<file path="src/rtl/srwp_pkg.sv">
package srwp_pkg;

    localparam int STAT_W   = 8;
    localparam int ADDR_W_D = 19;

    typedef enum logic [2:0] {
        CMD_NONE  = 3'd0,
        CMD_WEN   = 3'd1,
        CMD_WDIS  = 3'd2,
        CMD_RSTAT = 3'd3,
        CMD_WSTAT = 3'd4,
        CMD_MWR   = 3'd5
    } cmd_e;

    typedef struct packed {
        logic       lock;      // bit 7: hands status writes to the WP pin
        logic [2:0] spare_hi;  // bits 6..4: free bits
        logic [1:0] bp;        // bits 3..2: block guard select
        logic       wel;       // bit 1: volatile enable latch
        logic       spare_lo;  // bit 0: free bit
    } stat_t;

    // Is an address with these top two bits inside the guarded range?
    function automatic logic in_guarded(input logic [1:0] bp, input logic [1:0] top2);
        logic g;
        case (bp)
            2'b00:   g = 1'b0;
            2'b01:   g = (top2 == 2'b11);
            2'b10:   g = top2[1];
            default: g = 1'b1;
        endcase
        return g;
    endfunction

endpackage

</file>
<file path="src/rtl/wp_latch.sv">
module wp_latch (
    input  logic clk,
    input  logic rst,
    input  logic txn_start,
    input  logic wp_pin,
    output logic wp_eff
);
    logic wp_q;

    always_ff @(posedge clk) begin
        if (rst)            wp_q <= 1'b0;
        else if (txn_start) wp_q <= wp_pin;
    end

    // a command in the start cycle already sees the fresh sample
    assign wp_eff = txn_start ? wp_pin : wp_q;

    AST_WP_HELD_MID_TXN: assert property (@(posedge clk) disable iff (rst)
        !txn_start |=> $stable(wp_q));

endmodule

</file>
<file path="src/rtl/status_regs.sv">
module status_regs
    import srwp_pkg::*;
(
    input  logic              clk,
    input  logic              rst,
    input  logic              cmd_valid,
    input  cmd_e              kind,
    input  logic [STAT_W-1:0] data,
    input  logic              wp_eff,
    output stat_t             stat,
    output logic              upd
);
    stat_t d_in;
    logic  wr_allowed;

    always_comb begin
        d_in       = stat_t'(data);
        wr_allowed = stat.wel & (~stat.lock | wp_eff);
        upd        = cmd_valid && (kind == CMD_WSTAT) && wr_allowed;
    end

    always_ff @(posedge clk) begin
        if (rst) begin
            stat <= '0;
        end else if (cmd_valid) begin
            case (kind)
                CMD_WEN:  stat.wel <= 1'b1;
                CMD_WDIS: stat.wel <= 1'b0;
                CMD_WSTAT: begin
                    if (upd) begin
                        stat.lock     <= d_in.lock;
                        stat.spare_hi <= d_in.spare_hi;
                        stat.bp       <= d_in.bp;
                        stat.spare_lo <= d_in.spare_lo;
                    end
                end
                default: ;
            endcase
        end
    end

    AST_WEN_SETS_LATCH: assert property (@(posedge clk) disable iff (rst)
        (cmd_valid && kind == CMD_WEN) |=> stat.wel);
    AST_WDIS_CLEARS_LATCH: assert property (@(posedge clk) disable iff (rst)
        (cmd_valid && kind == CMD_WDIS) |=> !stat.wel);
    AST_UPD_KEEPS_LATCH: assert property (@(posedge clk) disable iff (rst)
        upd |=> $stable(stat.wel));
    AST_LOCKED_REFUSED: assert property (@(posedge clk) disable iff (rst)
        (cmd_valid && kind == CMD_WSTAT && stat.lock && !wp_eff) |=> $stable(stat));
    AST_NO_LATCH_NO_UPD: assert property (@(posedge clk) disable iff (rst)
        !stat.wel |-> !upd);

endmodule

</file>
<file path="src/rtl/range_guard.sv">
module range_guard
    import srwp_pkg::*;
#(
    parameter int ADDR_W = ADDR_W_D
) (
    input  logic [1:0]        bp,
    input  logic [ADDR_W-1:0] addr,
    output logic              guarded
);
    localparam int TOP = ADDR_W - 1;

    logic [1:0] top2;

    generate
        if (ADDR_W >= 2) begin : g_wide
            assign top2 = addr[TOP -: 2];
        end else begin : g_narrow
            assign top2 = {addr[0], addr[0]};
        end
    endgenerate

    assign guarded = in_guarded(bp, top2);

endmodule

</file>
<file path="src/rtl/status_guard.sv">
module status_guard
    import srwp_pkg::*;
#(
    parameter int ADDR_W = ADDR_W_D
) (
    input  logic              clk,
    input  logic              rst,
    input  logic              txn_start,
    input  logic              wp_pin,
    input  logic              cmd_valid,
    input  logic [2:0]        cmd_kind,
    input  logic [STAT_W-1:0] cmd_data,
    input  logic [ADDR_W-1:0] mem_addr,
    output logic [STAT_W-1:0] status_out,
    output logic              mem_wr_ok,
    output logic              stat_upd
);
    cmd_e  kind;
    stat_t stat;
    logic  wp_eff;
    logic  guarded;

    assign kind = cmd_e'(cmd_kind);

    wp_latch u_wp (
        .clk       (clk),
        .rst       (rst),
        .txn_start (txn_start),
        .wp_pin    (wp_pin),
        .wp_eff    (wp_eff)
    );

    status_regs u_regs (
        .clk       (clk),
        .rst       (rst),
        .cmd_valid (cmd_valid),
        .kind      (kind),
        .data      (cmd_data),
        .wp_eff    (wp_eff),
        .stat      (stat),
        .upd       (stat_upd)
    );

    range_guard #(.ADDR_W(ADDR_W)) u_range (
        .bp      (stat.bp),
        .addr    (mem_addr),
        .guarded (guarded)
    );

    assign status_out = stat;
    assign mem_wr_ok  = cmd_valid && (kind == CMD_MWR) && stat.wel && !guarded;

    AST_PERMIT_NEEDS_LATCH: assert property (@(posedge clk) disable iff (rst)
        mem_wr_ok |-> status_out[1]);
    AST_FULL_GUARD: assert property (@(posedge clk) disable iff (rst)
        (status_out[3:2] == 2'b11) |-> !mem_wr_ok);
    AST_MEM_WRITE_KEEPS_STATUS: assert property (@(posedge clk) disable iff (rst)
        (cmd_valid && kind == CMD_MWR) |=> $stable(status_out));
    AST_READ_NO_CHANGE: assert property (@(posedge clk) disable iff (rst)
        (cmd_valid && kind == CMD_RSTAT) |=> $stable(status_out));

endmodule

</file>
<file path="config.mk">
export PLATFORM = sky130hd
export DESIGN_NAME = status_guard
export DESIGN_NICKNAME = d
export VERILOG_FILES = /design/src/rtl/srwp_pkg.sv /design/src/rtl/wp_latch.sv /design/src/rtl/status_regs.sv /design/src/rtl/range_guard.sv /design/src/rtl/status_guard.sv
export SDC_FILE = /design/constraint.sdc
export NUM_CORES = 1
export LEC_CHECK = 0
export BUFFER_PORTS_ARGS = -buffer_cell sky130_fd_sc_hd__buf_2
export CAP_MARGIN = 15
export CORE_MARGIN = 1.5
export CORE_UTILIZATION = 30
export CTS_BUF_LIST = sky130_fd_sc_hd__clkbuf_16
export CTS_CLUSTER_SIZE = 40
export DETAILED_ROUTE_END_ITERATION = 8
export PLACE_DENSITY = 0.72
export SKIP_CTS_REPAIR_TIMING = 1
export SYNTH_ARGS = -nofsm -noshare
export SYNTH_HDL_FRONTEND = slang
export SYNTH_SLANG_ARGS = --single-unit
</file>
<file path="constraint.sdc">
create_clock -name clk -period 1.6 [get_ports clk]
set_input_delay 0.48 -clock clk [delete_from_list [all_inputs] [get_ports clk]]
set_output_delay 0.48 -clock clk [all_outputs]
set_load 0.005 [all_outputs]
</file>
**Yosys cells after proc, flatten, opt, wreduce, memory -nomap -nowiden**

Cells that the tools add are included.

- Bits in registers: 9
- Input port bits: 35
- Output and inout port bits: 10

- Equal/unequal tests: 7
- Multiplexer cells: 3
- Bitwise logic cells: 3
- Reductions and logical operators: 10

Operators with widths:

| kind | count |
|---|---|
| 3-bit equality test (second input constant) | 2 |
| 1-bit logical AND | 5 |
| 2-bit equality test (second input constant) | 2 |
| 3-bit by 1-bit equality test with 1-bit output (second input constant) | 1 |
| 3-bit by 2-bit equality test with 1-bit output (second input constant) | 1 |
| 1-bit one-hot mux with 3 select lines | 1 |
| 3-bit AND reduction | 1 |
| 2-bit by 1-bit equality test with 1-bit output (second input constant) | 1 |
| 2-bit logical NOT | 1 |
| 1-bit one-hot mux with 2 select lines | 1 |
| 2-bit AND reduction | 1 |
| 2-bit nonzero test | 1 |
| 1-bit AND | 1 |
| 1-bit logical NOT | 1 |
| 1-bit two-way mux | 1 |
| 1-bit inverter | 1 |
| 1-bit OR | 1 |

**Logic depth before layout (Yosys ltp)**

- Depth after elaboration: 5
- Mapped depth: 3
- Depth with buffers taken out: 3

**Hierarchy**

From an unflattened synthesis, not the netlist that was laid out.

- Cells, all modules: 47
- Area, all modules: 467.9 um^2

Modules (own cells, without submodules):

| module | times used | cells each | area each (um^2) | seq. area each (um^2) |
|---|---|---|---|---|
| status_regs | 1 | 39 | 384.1 | 160.2 |
| wp_latch | 1 | 3 | 48.8 | 20.0 |
| status_guard | 1 | 2 | 21.3 | 0.0 |
| range_guard | 1 | 3 | 13.8 | 0.0 |

**Worst setup path after synthesis**

OpenSTA, ideal clock, no wires.

- Path type: in2out
- From: in txn_start
- To: out stat_upd
- Arrival: 1095 ps
- Required time: 1120 ps
- Path slack: 25 ps
- Stages: 2
- Buffers on the path: 0
- Path through: mux2i_1 -> a211oi_4

- Longest elaborated chain between the ends: 4

RTL lines:

| what | line | RTL |
|---|---|---|
| start: declaration | status_guard.sv:8 | `input logic txn_start,` |
| 1-bit two-way mux | wp_latch.sv:16 | `assign wp_eff = txn_start ? wp_pin : wp_q;` |
| 1-bit OR | status_regs.sv:18 | `wr_allowed = stat.wel & (~stat.lock \| wp_eff);` |
| 1-bit AND | status_regs.sv:18 |  |
| 1-bit logical AND | status_regs.sv:19 | `upd = cmd_valid && (kind == CMD_WSTAT) && wr_allowed;` |
| end: declaration | status_guard.sv:16 | `output logic stat_upd` |

No other way between the ends.

**Worst setup path after layout**

Same ends and word-level chain as after synthesis.

==> metrics.md <==
| Metric | Value |
|---|---|
| Clk root buf | `clkbuf_16` |
| Max-cap violations | `0` |
| Worst slew margin | `between 70% and 80%` |
| DR iter-0 viols | `1` |
| NetSw | `about 0.13 mW` |
| Routed vias | `423` |
| CP startpoint | `txn_start` |
| Core Footprint | `around 1400 sq um` |
| WP data required | `1.12 ns` |
| Final setup fails | `2` |
| CTS Sinks | `9` |
| Period utilisation layout | `101%` |
| CTS tree | `built` |
| Synth unique cells | `15` |
| Reg area | `about 180 sq um` |
| Fmax | `617 MHz` |
| Rows | `13` |
| Height of the chip | `41.8 um` |
| PwrDens | `967 nW/um^2` |
| Final net count | `around 110` |
| Critical path startpoint category | `primary input` |
| RSZ-0062 raised after global routing | `true` |
| Initial antenna violation count | `0` |
| HP Class | `reg -> reg` |
| Worst-path clk slew | `0.04 ns` |
| Maximum VDD drop | `roughly 0.00045 V` |
| Syn nets | `78` |
| Htree depth | `1` |
| CTS buffer count | `3` |
| Clock Power Share | `58.7%` |
| Synth top area share | `40.0%` |
| Min Tclk post-route | `around 1.6 ns` |
| Post-DP Area | `618 sq um` |
| Place WS | `-0.0865 ns` |
| WL final | `around 960 um` |
| Failing checks | `negative setup slack` |
| Clock Skews | `between 0.0007 and 0.0008 ns` |
| FF-to-FF Start | `u_regs.stat[1]` |
| Layout fillers | `132` |
| Layout cells sized above 1 | `53.2%` |
| Internal power | `0.596 mW` |
| Mapped cell area | `450 sq um` |
| Combinational share of power | `9.3%` |
| Commonest non-fill, non-tap cells in the layout | `buf_2 (24), nand2b_1 (13), dfxtp_1 (7)` |
| Fin. max-slew vios | `0` |
| P&R area growth vs syn | `67.2%` |
| Critical path class | `in -> out` |
| Fin worst setup slack | `-0.0201 ns` |
| Leakage | `0.357 nW` |
| WL/cell | `10.4 um` |
| Synthesized instance count | `43` |
| Design area | `753 sq um` |
| Hold Startpoint | `u_regs.stat[6]` |
| Worst-skew pair later-pin latency | `0.23 ns` |
| Synthesized flop and latch total | `9` |
| Mean Syn Cell Area | `10.5 sq um` |
| Die ar. | `1740 sq um` |
| Net Sw Frac | `between 10% and 20%` |
| Starting density of the core | `33.4%` |
| Commonest non-fill, non-tap cell in the layout | `buf_2` |
| Dpl cells | `86` |
| Routed Antenna Nets | `0` |
| Power share of the sequential group | `32.0%` |
| Critical Path AT | `1.14 ns` |
| Endpoints failing hold | `0` |
| Max Fanout on Critical Path | `2` |
| Vias in the first global route | `390` |
| Ant. Diodes | `0` |
| First-pass GRT wire length | `1540 um` |
| Total global-route track usage | `11.6%` |
| IO Pins | `45` |
| Synth warn | `0` |
| RePlAce Congestion | `0.756` |
| Endpoint class of the critical path | `output pin` |
| Total grt overflow | `0` |
| Multi-input logic area | `289 sq um` |
| Die W | `41.8 um` |
| Max clock buf depth | `2` |
| Status | `finished with violations` |
| DRC | `0` |
| Yosys top cell by area | `dfxtp_1` |
| Worst slew pin tran | `0.370 ns` |
| Dominant cells by area after synthesis | `dfxtp_1 (40%), nand2b_1 (18%), mux2i_1 (16%), nand4b_4 (5.3%), a211oi_4 (4.4%)` |
| I/O Buffers | `26` |
| Largest net degree at the start of global routing | `16` |
| Initial DRT Pass Iterations | `2` |
| Vias/cell | `4.60` |
| Sequential area share after synthesis | `about two fifths` |
| Final Non-Filler Cells | `92` |
## routing by layer
layer / vias up / GRT usage (%) / routed length, um
met4: 0 / 7.74 / 6
met2: 20 / 15.6 / 440
met3: 2 / 3.91 / 76
met5: - / 0 / 0
met1: 181 / 15.3 / 433
li1: 220 / - / -
## sequential cells by signal, summed over array words and instances, names as in the netlist
signal and cells:
u_regs.stat 8, u_wp.wp_q 1
## power by group through the flow
stage	Sequential, mW	Combinational (mW)	Clock (mW)
after floorplan	0.235	0.0221	0
after global placement	0.235	0.0552	0
after detailed placement	0.236	0.0563	0
after CTS	0.232	0.0568	0.437
after global routing	0.233	0.0746	0.451
final	0.233	0.0680	0.428
## logic make-up after synthesis
kind of cell	Yosys count	share of synthesized area, %
buf+inv	1	0.833
simple gates	18	28.6
mux	7	15.6
flops	9	40.0
compound gates	8	15.0
## cell type report
cell class | instances | area share [%]
Clock buffer | 3 | 9.97
Clock inverter | 1 | 0.498
Multi-Input combinational cell | 33 | 38.4
Sequential cell | 9 | 24.3
Tap cell | 15 | 2.49
Timing Repair Buffer | 31 | 24.4
## synth_stat cells
master and instances:
a2111oi_0 1, a211oi_4 1, a21oi_1 1, a311oi_1 1
and3b_1 1, clkbuf_1 1, dfxtp_1 9, mux2i_1 7
nand2_1 1, nand2b_1 13, nand4b_4 1, nor2_1 1
nor3b_1 1, o21ai_0 2, o21bai_1 2
## final timing paths
kind / slack, ns / depth (start not counted) / to
worst min register to register: 0.47 / 2 / u_regs.stat[6]
worst max-delay path: -0.02 / 4 / stat_upd
worst min-delay path: 0.47 / 2 / u_regs.stat[6]
worst max register to register: 0.35 / 5 / u_regs.stat[4]
## critical path: stages
cell and delay, ns:
buf_6 0.10, mux2i_4 0.18, a211oi_4 0.24, buf_2 0.14
## through the flow
stage                     hold WS [ns]  setup TNS (ns)  total power, mW  utilization, %
after floorplan                  0.465               0            0.258               -
after global placement           0.457         -0.0978            0.291            45.8
after detailed placement         0.460          -0.143            0.292            45.8
after CTS                        0.469          -0.163            0.725            51.6
after global routing             0.490          -0.114            0.759            55.8
final                            0.467         -0.0352            0.729            55.8
No activity file was read; power rests on OpenSTA's default activity.
